`config.mk`:
```
export PLATFORM = sky130hd
export DESIGN_NAME = cohDirTop
export DESIGN_NICKNAME = d
export VERILOG_FILES = /design/src/rtl/cohDirPkg.sv /design/src/rtl/cohDirCtrl.sv /design/src/rtl/cohDirPath.sv /design/src/rtl/cohDirTop.sv
export SDC_FILE = /design/constraint.sdc
export NUM_CORES = 1
export LEC_CHECK = 0
export BUFFER_PORTS_ARGS = -buffer_cell sky130_fd_sc_hd__buf_2
export CAP_MARGIN = 25
export CORE_MARGIN = 4
export CORE_UTILIZATION = 50
export DETAILED_ROUTE_END_ITERATION = 8
export PLACE_DENSITY = 0.7
export SKIP_CTS_REPAIR_TIMING = 1
export SYNTH_ARGS = -nofsm -noshare
export SYNTH_HDL_FRONTEND = slang
export SYNTH_SLANG_ARGS = --single-unit
```
`constraint.sdc`:
```
create_clock -name clk -period 4.09 [get_ports clk]
set_clock_uncertainty 0.2 [all_clocks]
set_input_delay 0.409 -clock clk [delete_from_list [all_inputs] [get_ports clk]]
set_output_delay 0.409 -clock clk [all_outputs]
set_load 0.01 [all_outputs]
```
`src/rtl/cohDirPkg.sv`:
```
package cohDirPkg;

  typedef enum logic [1:0] {
    DIR_U = 2'b00,
    DIR_S = 2'b01,
    DIR_E = 2'b10
  } dirState_e;

  typedef enum logic [1:0] {
    REQ_RD  = 2'd0,
    REQ_WR  = 2'd1,
    REQ_WB  = 2'd2,
    REQ_NOP = 2'd3
  } reqKind_e;

  typedef enum logic [1:0] {
    CMD_INV  = 2'd0,
    CMD_SHR  = 2'd1,
    CMD_TAKE = 2'd2
  } cmdKind_e;

  // Strobes from control to datapath for one cycle.
  typedef struct packed {
    logic      dirWe;
    dirState_e newState;
    logic      memWe;
    logic      memFromRecall;
    logic      rspLoad;
    logic      rspGrant;
    logic      rspFromRecall;
    logic      cmdLoad;
    cmdKind_e  cmdKind;
  } dirStrobe_t;

endpackage

```
`src/rtl/cohDirCtrl.sv`:
```
module cohDirCtrl
  import cohDirPkg::*;
#(
  parameter int NUM_PROC = 3,
  parameter int ADDR_W   = 2,
  parameter int SRC_W    = 2
) (
  input  logic                clk,
  input  logic                rstN,
  input  logic                reqValid,
  input  logic [1:0]          reqKind,
  input  logic [SRC_W-1:0]    reqSrc,
  input  logic [ADDR_W-1:0]   reqAddr,
  input  logic                recallValid,
  input  dirState_e           curState,
  input  logic [NUM_PROC-1:0] curVec,
  output logic                reqReady,
  output logic [ADDR_W-1:0]   curAddr,
  output logic [SRC_W-1:0]    rspDestNxt,
  output logic [NUM_PROC-1:0] newVec,
  output logic [NUM_PROC-1:0] cmdMaskNxt,
  output dirStrobe_t          stb
);

  typedef enum logic {C_IDLE, C_RECALL} ctrlSt_e;

  ctrlSt_e             ctrlSt;
  reqKind_e            holdKind;
  logic [SRC_W-1:0]    holdSrc;
  logic [ADDR_W-1:0]   holdAddr;
  logic                goRecall;
  logic                endRecall;
  logic                srcOk;
  logic [NUM_PROC-1:0] srcBit;
  logic [NUM_PROC-1:0] holdBit;
  logic [NUM_PROC-1:0] otherSharers;
  reqKind_e            kindIn;

  assign kindIn       = reqKind_e'(reqKind);
  assign srcOk        = 32'(reqSrc) < NUM_PROC;
  assign srcBit       = NUM_PROC'(1) << reqSrc;
  assign holdBit      = NUM_PROC'(1) << holdSrc;
  assign otherSharers = curVec & ~srcBit;
  assign reqReady     = (ctrlSt == C_IDLE);
  assign curAddr      = (ctrlSt == C_IDLE) ? reqAddr : holdAddr;
  assign rspDestNxt   = (ctrlSt == C_IDLE) ? reqSrc  : holdSrc;

  always_comb begin
    stb        = '0;
    newVec     = '0;
    cmdMaskNxt = '0;
    goRecall   = 1'b0;
    endRecall  = 1'b0;
    if (ctrlSt == C_IDLE) begin
      if (reqValid && srcOk) begin
        case (kindIn)
          REQ_RD: begin
            if (curState == DIR_E) begin
              stb.cmdLoad = 1'b1;
              stb.cmdKind = CMD_SHR;
              cmdMaskNxt  = curVec;
              goRecall    = 1'b1;
            end else begin
              stb.dirWe    = 1'b1;
              stb.newState = DIR_S;
              newVec       = (curState == DIR_S) ? (curVec | srcBit) : srcBit;
              stb.rspLoad  = 1'b1;
              stb.rspGrant = 1'b0;
            end
          end
          REQ_WR: begin
            if (curState == DIR_E) begin
              stb.cmdLoad = 1'b1;
              stb.cmdKind = CMD_TAKE;
              cmdMaskNxt  = curVec;
              goRecall    = 1'b1;
            end else begin
              stb.dirWe    = 1'b1;
              stb.newState = DIR_E;
              newVec       = srcBit;
              stb.rspLoad  = 1'b1;
              stb.rspGrant = 1'b1;
              if (curState == DIR_S && otherSharers != '0) begin
                stb.cmdLoad = 1'b1;
                stb.cmdKind = CMD_INV;
                cmdMaskNxt  = otherSharers;
              end
            end
          end
          REQ_WB: begin
            if (curState == DIR_E && curVec == srcBit) begin
              stb.memWe         = 1'b1;
              stb.memFromRecall = 1'b0;
              stb.dirWe         = 1'b1;
              stb.newState      = DIR_U;
              newVec            = '0;
            end
          end
          default: ;
        endcase
      end
    end else if (recallValid) begin
      endRecall         = 1'b1;
      stb.memWe         = 1'b1;
      stb.memFromRecall = 1'b1;
      stb.rspLoad       = 1'b1;
      stb.rspFromRecall = 1'b1;
      stb.dirWe         = 1'b1;
      if (holdKind == REQ_RD) begin
        stb.newState = DIR_S;
        newVec       = curVec | holdBit;
        stb.rspGrant = 1'b0;
      end else begin
        stb.newState = DIR_E;
        newVec       = holdBit;
        stb.rspGrant = 1'b1;
      end
    end
  end

  always_ff @(posedge clk or negedge rstN) begin
    if (!rstN) begin
      ctrlSt   <= C_IDLE;
      holdKind <= REQ_RD;
      holdSrc  <= '0;
      holdAddr <= '0;
    end else if (goRecall) begin
      ctrlSt   <= C_RECALL;
      holdKind <= kindIn;
      holdSrc  <= reqSrc;
      holdAddr <= reqAddr;
    end else if (endRecall) begin
      ctrlSt <= C_IDLE;
    end
  end

endmodule

```
`src/rtl/cohDirPath.sv`:
```
module cohDirPath
  import cohDirPkg::*;
#(
  parameter int NUM_PROC = 3,
  parameter int NUM_BLK  = 4,
  parameter int DATA_W   = 8,
  parameter int ADDR_W   = 2,
  parameter int SRC_W    = 2,
  parameter logic [DATA_W-1:0] RST_PAT = 'hA5
) (
  input  logic                clk,
  input  logic                rstN,
  input  dirStrobe_t          stb,
  input  logic [ADDR_W-1:0]   curAddr,
  input  logic [SRC_W-1:0]    rspDestNxt,
  input  logic [NUM_PROC-1:0] newVec,
  input  logic [NUM_PROC-1:0] cmdMaskNxt,
  input  logic [DATA_W-1:0]   reqData,
  input  logic [DATA_W-1:0]   recallData,
  output dirState_e           curState,
  output logic [NUM_PROC-1:0] curVec,
  output logic                rspValid,
  output logic [SRC_W-1:0]    rspDest,
  output logic                rspGrant,
  output logic [DATA_W-1:0]   rspData,
  output logic                cmdValid,
  output logic [1:0]          cmdKind,
  output logic [NUM_PROC-1:0] cmdMask,
  output logic [ADDR_W-1:0]   cmdAddr
);

  dirState_e           stRd  [NUM_BLK];
  logic [NUM_PROC-1:0] vecRd [NUM_BLK];
  logic [DATA_W-1:0]   memRd [NUM_BLK];
  logic [DATA_W-1:0]   memWdata;
  logic [DATA_W-1:0]   memCur;

  assign memWdata = stb.memFromRecall ? recallData : reqData;

  for (genvar g = 0; g < NUM_BLK; g++) begin : g_blk
    dirState_e           stQ;
    logic [NUM_PROC-1:0] vecQ;
    logic [DATA_W-1:0]   memQ;
    logic                hit;

    assign hit = (32'(curAddr) == g);

    always_ff @(posedge clk or negedge rstN) begin
      if (!rstN) begin
        stQ  <= DIR_U;
        vecQ <= '0;
        memQ <= DATA_W'(g) ^ RST_PAT;
      end else if (hit) begin
        if (stb.dirWe) begin
          stQ  <= stb.newState;
          vecQ <= newVec;
        end
        if (stb.memWe) memQ <= memWdata;
      end
    end

    assign stRd[g]  = stQ;
    assign vecRd[g] = vecQ;
    assign memRd[g] = memQ;
  end

  assign curState = stRd[curAddr];
  assign curVec   = vecRd[curAddr];
  assign memCur   = memRd[curAddr];

  always_ff @(posedge clk or negedge rstN) begin
    if (!rstN) begin
      rspValid <= 1'b0;
      rspDest  <= '0;
      rspGrant <= 1'b0;
      rspData  <= '0;
      cmdValid <= 1'b0;
      cmdKind  <= '0;
      cmdMask  <= '0;
      cmdAddr  <= '0;
    end else begin
      rspValid <= stb.rspLoad;
      cmdValid <= stb.cmdLoad;
      if (stb.rspLoad) begin
        rspDest  <= rspDestNxt;
        rspGrant <= stb.rspGrant;
        rspData  <= stb.rspFromRecall ? recallData : memCur;
      end
      if (stb.cmdLoad) begin
        cmdKind <= stb.cmdKind;
        cmdMask <= cmdMaskNxt;
        cmdAddr <= curAddr;
      end
    end
  end

endmodule

```
`src/rtl/cohDirTop.sv`:
```
module cohDirTop
  import cohDirPkg::*;
#(
  parameter int NUM_PROC = 3,
  parameter int NUM_BLK  = 4,
  parameter int DATA_W   = 8,
  parameter int RST_PAT  = 'hA5,
  localparam int ADDR_W  = (NUM_BLK > 1) ? $clog2(NUM_BLK) : 1,
  localparam int SRC_W   = (NUM_PROC > 1) ? $clog2(NUM_PROC) : 1
) (
  input  logic                clk,
  input  logic                rstN,
  input  logic                reqValid,
  output logic                reqReady,
  input  logic [1:0]          reqKind,
  input  logic [SRC_W-1:0]    reqSrc,
  input  logic [ADDR_W-1:0]   reqAddr,
  input  logic [DATA_W-1:0]   reqData,
  input  logic                recallValid,
  input  logic [DATA_W-1:0]   recallData,
  output logic                rspValid,
  output logic [SRC_W-1:0]    rspDest,
  output logic                rspGrant,
  output logic [DATA_W-1:0]   rspData,
  output logic                cmdValid,
  output logic [1:0]          cmdKind,
  output logic [NUM_PROC-1:0] cmdMask,
  output logic [ADDR_W-1:0]   cmdAddr
);

  dirStrobe_t          stb;
  dirState_e           curState;
  logic [NUM_PROC-1:0] curVec;
  logic [NUM_PROC-1:0] newVec;
  logic [NUM_PROC-1:0] cmdMaskNxt;
  logic [ADDR_W-1:0]   curAddr;
  logic [SRC_W-1:0]    rspDestNxt;

  cohDirCtrl #(
    .NUM_PROC(NUM_PROC), .ADDR_W(ADDR_W), .SRC_W(SRC_W)
  ) ctrl_i (
    .clk(clk), .rstN(rstN), .reqValid(reqValid), .reqKind(reqKind),
    .reqSrc(reqSrc), .reqAddr(reqAddr), .recallValid(recallValid),
    .curState(curState), .curVec(curVec), .reqReady(reqReady),
    .curAddr(curAddr), .rspDestNxt(rspDestNxt), .newVec(newVec),
    .cmdMaskNxt(cmdMaskNxt), .stb(stb)
  );

  cohDirPath #(
    .NUM_PROC(NUM_PROC), .NUM_BLK(NUM_BLK), .DATA_W(DATA_W),
    .ADDR_W(ADDR_W), .SRC_W(SRC_W), .RST_PAT(DATA_W'(RST_PAT))
  ) path_i (
    .clk(clk), .rstN(rstN), .stb(stb), .curAddr(curAddr),
    .rspDestNxt(rspDestNxt), .newVec(newVec), .cmdMaskNxt(cmdMaskNxt),
    .reqData(reqData), .recallData(recallData), .curState(curState),
    .curVec(curVec), .rspValid(rspValid), .rspDest(rspDest),
    .rspGrant(rspGrant), .rspData(rspData), .cmdValid(cmdValid),
    .cmdKind(cmdKind), .cmdMask(cmdMask), .cmdAddr(cmdAddr)
  );

endmodule

```
==> flow_summary_export.csv, run 1 <==
group,metric,value,unit
setup_path,critPathRequiredTime,4.13,ns
power_and_ir_drop,p_seq_share,48.2,%
placement,gp_congestion,0.847,
finish,final_cells,462,
die,num_rows,32,
cts,cts_buffer_depth,2,
cts,cts_sinks,79,
sta,min_period,3.74,ns
synth,ys.flop_type,"dfrtp_1",
run_status,status,"completed",
detailed_routing,drc,0,
finish,final_cell_mix,"mux2_2 (69), dfrtp_1 (63), buf_2 (45)",
global_route,antenna_found_initial,0,
finish,layout_commonest_cell,"mux2_2",
setup_path,crit_path_max_fanout,9,
detailed_routing,vias_per_cell,5.66,
global_route,grt_pass1_vias,2767,
min_path,holdCritPathClass,"in -> reg",
synth,yosysWarnings,0,
synth,synth_simple_gate_area_share,8.58,%
detailed_routing,initialDrtViolationCount,89,
finish,diodes,0,
synth,seq_area_frac_synth,49.6,%
synth,ys_seq_elements,79,
synth,synth_xor_area_share,0,%
setup_path,worstSetupStartpointType,"flip-flop",
power_and_ir_drop,combPwrFrac,22.6,%
cts,cts_tree,"done",
sta,slew_headroom,56.0,%
sta,fmax,268,MHz
cts,clockRootBuffer,"clkbuf_8",
detailed_routing,drtPass1Iterations,4,
detailed_routing,drt_wl_total,8390,um
synth,netlist_instances,299,
sta,maxSlewViolCount,0,
detailed_routing,antenna_left,0,
detailed_routing,met3_length,336,um
synth,synthAdderAreaFrac,1.87,%
synth,synth_nets,331,
run,maxCapViolations,0,
detailed_routing,wire_per_inst,18.2,um
sta,min_period_over_period,91.4,%
power_and_ir_drop,leakagePower,0.00224,uW
power_and_ir_drop,pwr-share-clk,29.2,%
finish,drive_gt1_share,50.3,%
placement,io_buffer_count,46,
sta,hold_viol,0,
global_route,grt_overflow_total,0,
synth,synth_edf_count,0,
synth,synth_top_family_by_area,"multiplexers",
detailed_routing,wl_met2,4110,um
power_and_ir_drop,ir_worst_vdd,0.171,mV
synth,synthArstFlopShare,100,%
synth,synthesis.area,0.00402,mm^2
detailed_routing,top_layer,"met4",
setup_path,critPathArrivalTime,3.77,ns
synth,synthMuxAreaShare,31.5,%
die,coreArea,0.00777,mm^2
setup_path,endpoint_kind,"flip-flop",
detailed_routing,wl_met1,3760,um
placement,place_hpwl,6090,um
sta,finalSetupTns,0,ns
die,die-width,97.7,um
setup_path,critical_path_class,"reg -> reg",
power_and_ir_drop,powerDensity,484,mW/mm^2
die,chipHeight,97.7,um
placement,place_inst,444,
sta,tightestPinTransition,0.653,ns
finish,syn_to_final_growth,15.4,%
global_route,grt_start_max_net_pins,80,
global_route,grt_usage,18.8,%
cts,clk_pin_slew,0.08,ns
detailed_routing,vias,2613,
cts,htreeDepth,3,
power_and_ir_drop,internal_power,1600,uW
synth,ys_types,41,
die,start_util,51.8,%
power_and_ir_drop,p_sw_share,29.0,%
global_route,grt_first_pass_wirelength,14100,um
sta,finalSetupViolCount,0,
power_and_ir_drop,p_switching,651,uW
die,die_area,0.00954,mm^2
cts,numCtsBuffers,9,
cts,clk-insertion-delay-late,0.35,ns
finish,nets,387,
synth,synth_compound_area_share,6.53,%
synth,syn_avg_cell_area,13.5,um^2
sta,rsz0062_at_grt,"no",
die,ios,47,
worst paths after layout:
check                                   from                       to  slack [ns]  cells after the start
max                            ctrl_i.ctrlSt  path_i.g_blk[1].memQ[0]        0.35                      9
min                              recallValid            ctrl_i.ctrlSt        0.09                      2
max reg2reg                    ctrl_i.ctrlSt  path_i.g_blk[1].memQ[0]        0.35                      9
min reg2reg                path_i.rspData[0]        path_i.rspData[0]        0.28                      2
max in group asynchronous               rstN  path_i.g_blk[2].memQ[1]        2.75                      3
min in group asynchronous               rstN   path_i.g_blk[2].stQ[1]        0.31                      2
layer usage:
layer,up-vias,track usage [%]
met3,15,4.02
li1,1210,-
met1,1323,25.1
met5,-,0
met4,0,8.52
met2,65,29.3
area by class of cell:
class | count | area (um^2)
Multi-Input combinational cell | 204 | 1950
Sequential cell | 79 | 2000
Clock inverter | 7 | 103
Timing Repair Buffer | 54 | 315
Tap cell | 102 | 128
Inverter | 7 | 26.3
Fill cell | 631 | 3130
Clock buffer | 9 | 124
synth_stat cells (2+ instances only):
| cell | instances | area [um^2] |
|---|---|---|
| and2_1 | 4 | 25.0 |
| a21o_1 | 2 | 15.0 |
| dfstp_2 | 16 | 420 |
| nor3_1 | 5 | 25.0 |
| o21ai_4 | 2 | 32.5 |
| ha_1 | 6 | 75.1 |
| a22oi_1 | 2 | 15.0 |
| o21ai_0 | 14 | 70.1 |
| nand2_2 | 6 | 37.5 |
| o2bb2ai_1 | 2 | 17.5 |
| mux2i_1 | 19 | 190 |
| inv_1 | 7 | 26.3 |
| mux4_2 | 11 | 248 |
| clkbuf_1 | 3 | 11.3 |
| a22o_1 | 4 | 35.0 |
| dfrtp_1 | 63 | 1580 |
| nor2_1 | 6 | 22.5 |
| mux2_2 | 69 | 777 |
| nand2b_1 | 7 | 43.8 |
| a21oi_1 | 3 | 15.0 |
| or3_1 | 4 | 25.0 |
| nand2_1 | 17 | 63.8 |
| o211ai_1 | 3 | 22.5 |
| buf_2 | 4 | 20.0 |
| nor2b_1 | 4 | 25.0 |
registers in the layout (all words and copies together) (netlist names), 3 cells and up:
register / count
path_i.g_blk.memQ: 32
path_i.g_blk.stQ: 8
path_i.g_blk.vecQ: 12
path_i.rspData: 8
path_i.cmdMask: 3
power by group through the flow:
stage          Clock (uW)  Combinational (uW)  Sequential [uW]
3_3_place_gp            0                 493             1090
3_5_place_dp            0                 511             1100
2_1_floorplan           0                 327             1090
5_1_grt               716                 561             1110
4_1_cts               668                 511             1080
6_report              655                 508             1080
kinds of logic after synthesis:
group / after synthesis
and+or+nand+nor: 61
AOI/OAI and AO/OA: 35
adders and majority gates: 6
DFF: 79
muxes: 102
buffers and inverters: 16
critical path, stage by stage, from the launching register on:
cell and delay [ns]:
dfrtp_1 0.60, mux2i_4 0.37, mux4_2 0.59, ha_1 0.30, or4bb_1 0.47, nor3_1 0.15, nand2_1 0.16, o21ai_4 0.24
nand2_2 0.22, mux2_2 0.32
per-stage QoR:
| step | utilization [%] | setup WS (ns) | power [uW] | cell area, um^2 | hold slack [ns] |
|---|---|---|---|---|---|
| 2_1_floorplan | - | 0.686 | 1420 | 4020 | -0.0866 |
| 3_3_place_gp | 56.4 | 0.416 | 1580 | 4380 | 0.256 |
| 3_5_place_dp | 56.4 | 0.346 | 1610 | 4380 | 0.260 |
| 4_1_cts | 59.3 | 0.341 | 2260 | 4600 | 0.0409 |
| 5_1_grt | 59.8 | 0.171 | 2380 | 4640 | 0.0972 |
| 6_report | 59.8 | 0.352 | 2250 | 4640 | 0.0892 |
Power figures use the tool's default switching activity.
==> run 2, diff against run 1 <==
--- a/config.mk
+++ b/config.mk
@@ -5,7 +5,7 @@
 export SDC_FILE = /design/constraint.sdc
 export NUM_CORES = 1
 export LEC_CHECK = 0
-export BUFFER_PORTS_ARGS = -buffer_cell sky130_fd_sc_hd__buf_2
+export BUFFER_PORTS_ARGS = -buffer_cell sky130_fd_sc_hd__buf_4
 export CAP_MARGIN = 25
 export CORE_MARGIN = 4
 export CORE_UTILIZATION = 50
==> run 2 against run 1 <==
Effect of this change: worst hold slack worse by 0.0057 ns; via count is 1.4% lower; sequential share of layout area is 0.77 points lower; utilization is 1.1 points higher; global-route usage is 0.54 points lower; sequential power hardly changed; first-iteration DRC count is 2.2% higher; die area stayed put; final cell count is 0.22% lower; maximum frequency is 1.7% higher; critical endpoint is now path_i.g_blk[2].memQ[3].
==> flow_summary_export.csv, run 2 (same netlist as run 1, synthesis figures left out) <==
group,metric,value,unit
setup_path,critPathArrivalTime,3.72,ns
detailed_routing,initialDrtViolationCount,91,
cts,clk_pin_slew,0.08,ns
die,start_util,51.8,%
min_path,min_to,"ctrl_i.ctrlSt",
setup_path,worstSetupStartpointType,"flip-flop",
placement,place_inst,443,
global_route,grt_pass1_vias,2612,
placement,io_buffer_count,46,
placement,place_hpwl,5950,um
min_path,hold_start,"recallValid",
sta,setup_slack,0.416,ns
sta,finalSetupViolCount,0,
setup_path,critPathRequiredTime,4.13,ns
setup_path,r2r_start,"ctrl_i.ctrlSt",
die,coreArea,0.00777,mm^2
cts,cts_tree,"done",
finish,top_register,"path_i.g_blk.memQ",
min_path,hold_depth,2,
finish,top_regs,"path_i.g_blk.memQ: 32 flops, path_i.g_blk.vecQ: 12 flops",
sta,min_period_over_period,89.8,%
cts,clk-insertion-delay-late,0.35,ns
global_route,antenna_found_initial,0,
sta,hold_viol,0,
cts,cts_sinks,79,
sta,rsz0062_at_grt,"no",
setup_path,reg2reg_depth,10,
finish,syn_to_final_growth,17.5,%
placement,place_ws,0.397,ns
finish,nets,386,
detailed_routing,vias_per_cell,5.59,
finish,drive_gt1_share,50.1,%
cts,cts_buffer_depth,2,
power_and_ir_drop,ir_worst_vdd,0.181,mV
global_route,grt_first_pass_wirelength,13600,um
finish,diodes,0,
global_route,grt_start_max_net_pins,80,
finish,final_cells,461,
sta,min_period,3.67,ns
setup_path,critical_path_class,"reg -> reg",
detailed_routing,drtPass1Iterations,4,
detailed_routing,drc,0,
sta,maxSlewViolCount,0,
finish,layout_commonest_cell,"mux2_2",
run,maxCapViolations,0,
die,die-width,97.7,um
finish,fin_util,60.9,%
placement,gp_congestion,0.859,
global_route,grt_overflow_total,0,
power_and_ir_drop,leakagePower,0.00225,uW
die,chipHeight,97.7,um
detailed_routing,drt_wl_total,8290,um
cts,clockRootBuffer,"clkbuf_8",
sta,finalSetupTns,0,ns
detailed_routing,vias,2576,
die,die_area,0.00954,mm^2
finish,largest_register_ffs,32,
sta,tightestPinTransition,0.592,ns
detailed_routing,wire_per_inst,18.0,um
run_status,status,"completed",
power_and_ir_drop,power,2220,uW
setup_path,crit_path_max_fanout,9,
setup_path,r2r_slack,0.42,ns
sta,slew_headroom,60.2,%
die,ios,47,
finish,final_cell_mix,"mux2_2 (69), dfrtp_1 (63), buf_4 (51)",
setup_path,endpoint_kind,"flip-flop",
die,num_rows,32,
min_path,holdCritPathClass,"in -> reg",
detailed_routing,antenna_left,0,
global_route,grt_usage,18.2,%
cts,htreeDepth,3,
power_and_ir_drop,powerDensity,470,mW/mm^2
setup_path,reg2reg_to,"path_i.g_blk[2].memQ[3]",
cts,numCtsBuffers,9,
sta,fmax,272,MHz
-- run 2: stage by stage --
| step | hold WS, ns | area (um^2) |
|---|---|---|
| detailed placement | 0.276 | 4480 |
| CTS | 0.0487 | 4690 |
| global placement | 0.266 | 4480 |
| finish | 0.0835 | 4730 |
| floorplan | -0.0866 | 4020 |
| global route | 0.0761 | 4730 |
-- run 2: layout make-up --
class | instances | area [um^2]
inverters | 7 | 26.3
fillers | 626 | 3040
multi-input cells | 204 | 1950
repair buffers | 53 | 420
clock inverters | 6 | 68.8
clock buffers | 10 | 138
well taps | 102 | 128
flip-flops and latches | 79 | 2000
-- run 2: report_power, final --
part | switching [uW] | internal, uW
clock network | 292 | 302
logic | 243 | 300
registers | 104 | 979
total | 639 | 1580
-- run 2: worst max-delay path by stage --
stage                              from                       to  slack, ns  cells after the start
final                     ctrl_i.ctrlSt  path_i.g_blk[2].memQ[3]       0.42                     10
after global routing      ctrl_i.ctrlSt  path_i.g_blk[2].memQ[4]       0.13                      9
after CTS                 ctrl_i.ctrlSt  path_i.g_blk[2].memQ[3]       0.38                      9
after detailed placement  ctrl_i.ctrlSt  path_i.g_blk[2].memQ[3]       0.40                      9
after global placement    ctrl_i.ctrlSt  path_i.g_blk[2].memQ[3]       0.41                      9
after floorplan           ctrl_i.ctrlSt  path_i.g_blk[1].memQ[0]       0.69                     12
-- run 2: critical path, stage by stage (launching register included) --
cell and delay [ns]:
dfrtp_1 0.57, mux2i_4 0.35, mux4_2 0.58, inv_1 0.09
ha_1 0.22, or4bb_1 0.48, nor3_1 0.14, nand2_1 0.16
o21ai_4 0.24, nand2_2 0.22, mux2_2 0.32
-- run 2: metal layers --
metal  global-route usage (%)  share of wire [%]  up-vias
met1                     26.3                 48     1317
met2                     27.2                 47       47
met5                        0                  0        -
met3                     3.16                3.1       10
li1                         -                  -     1202
met4                     7.67                1.6        0
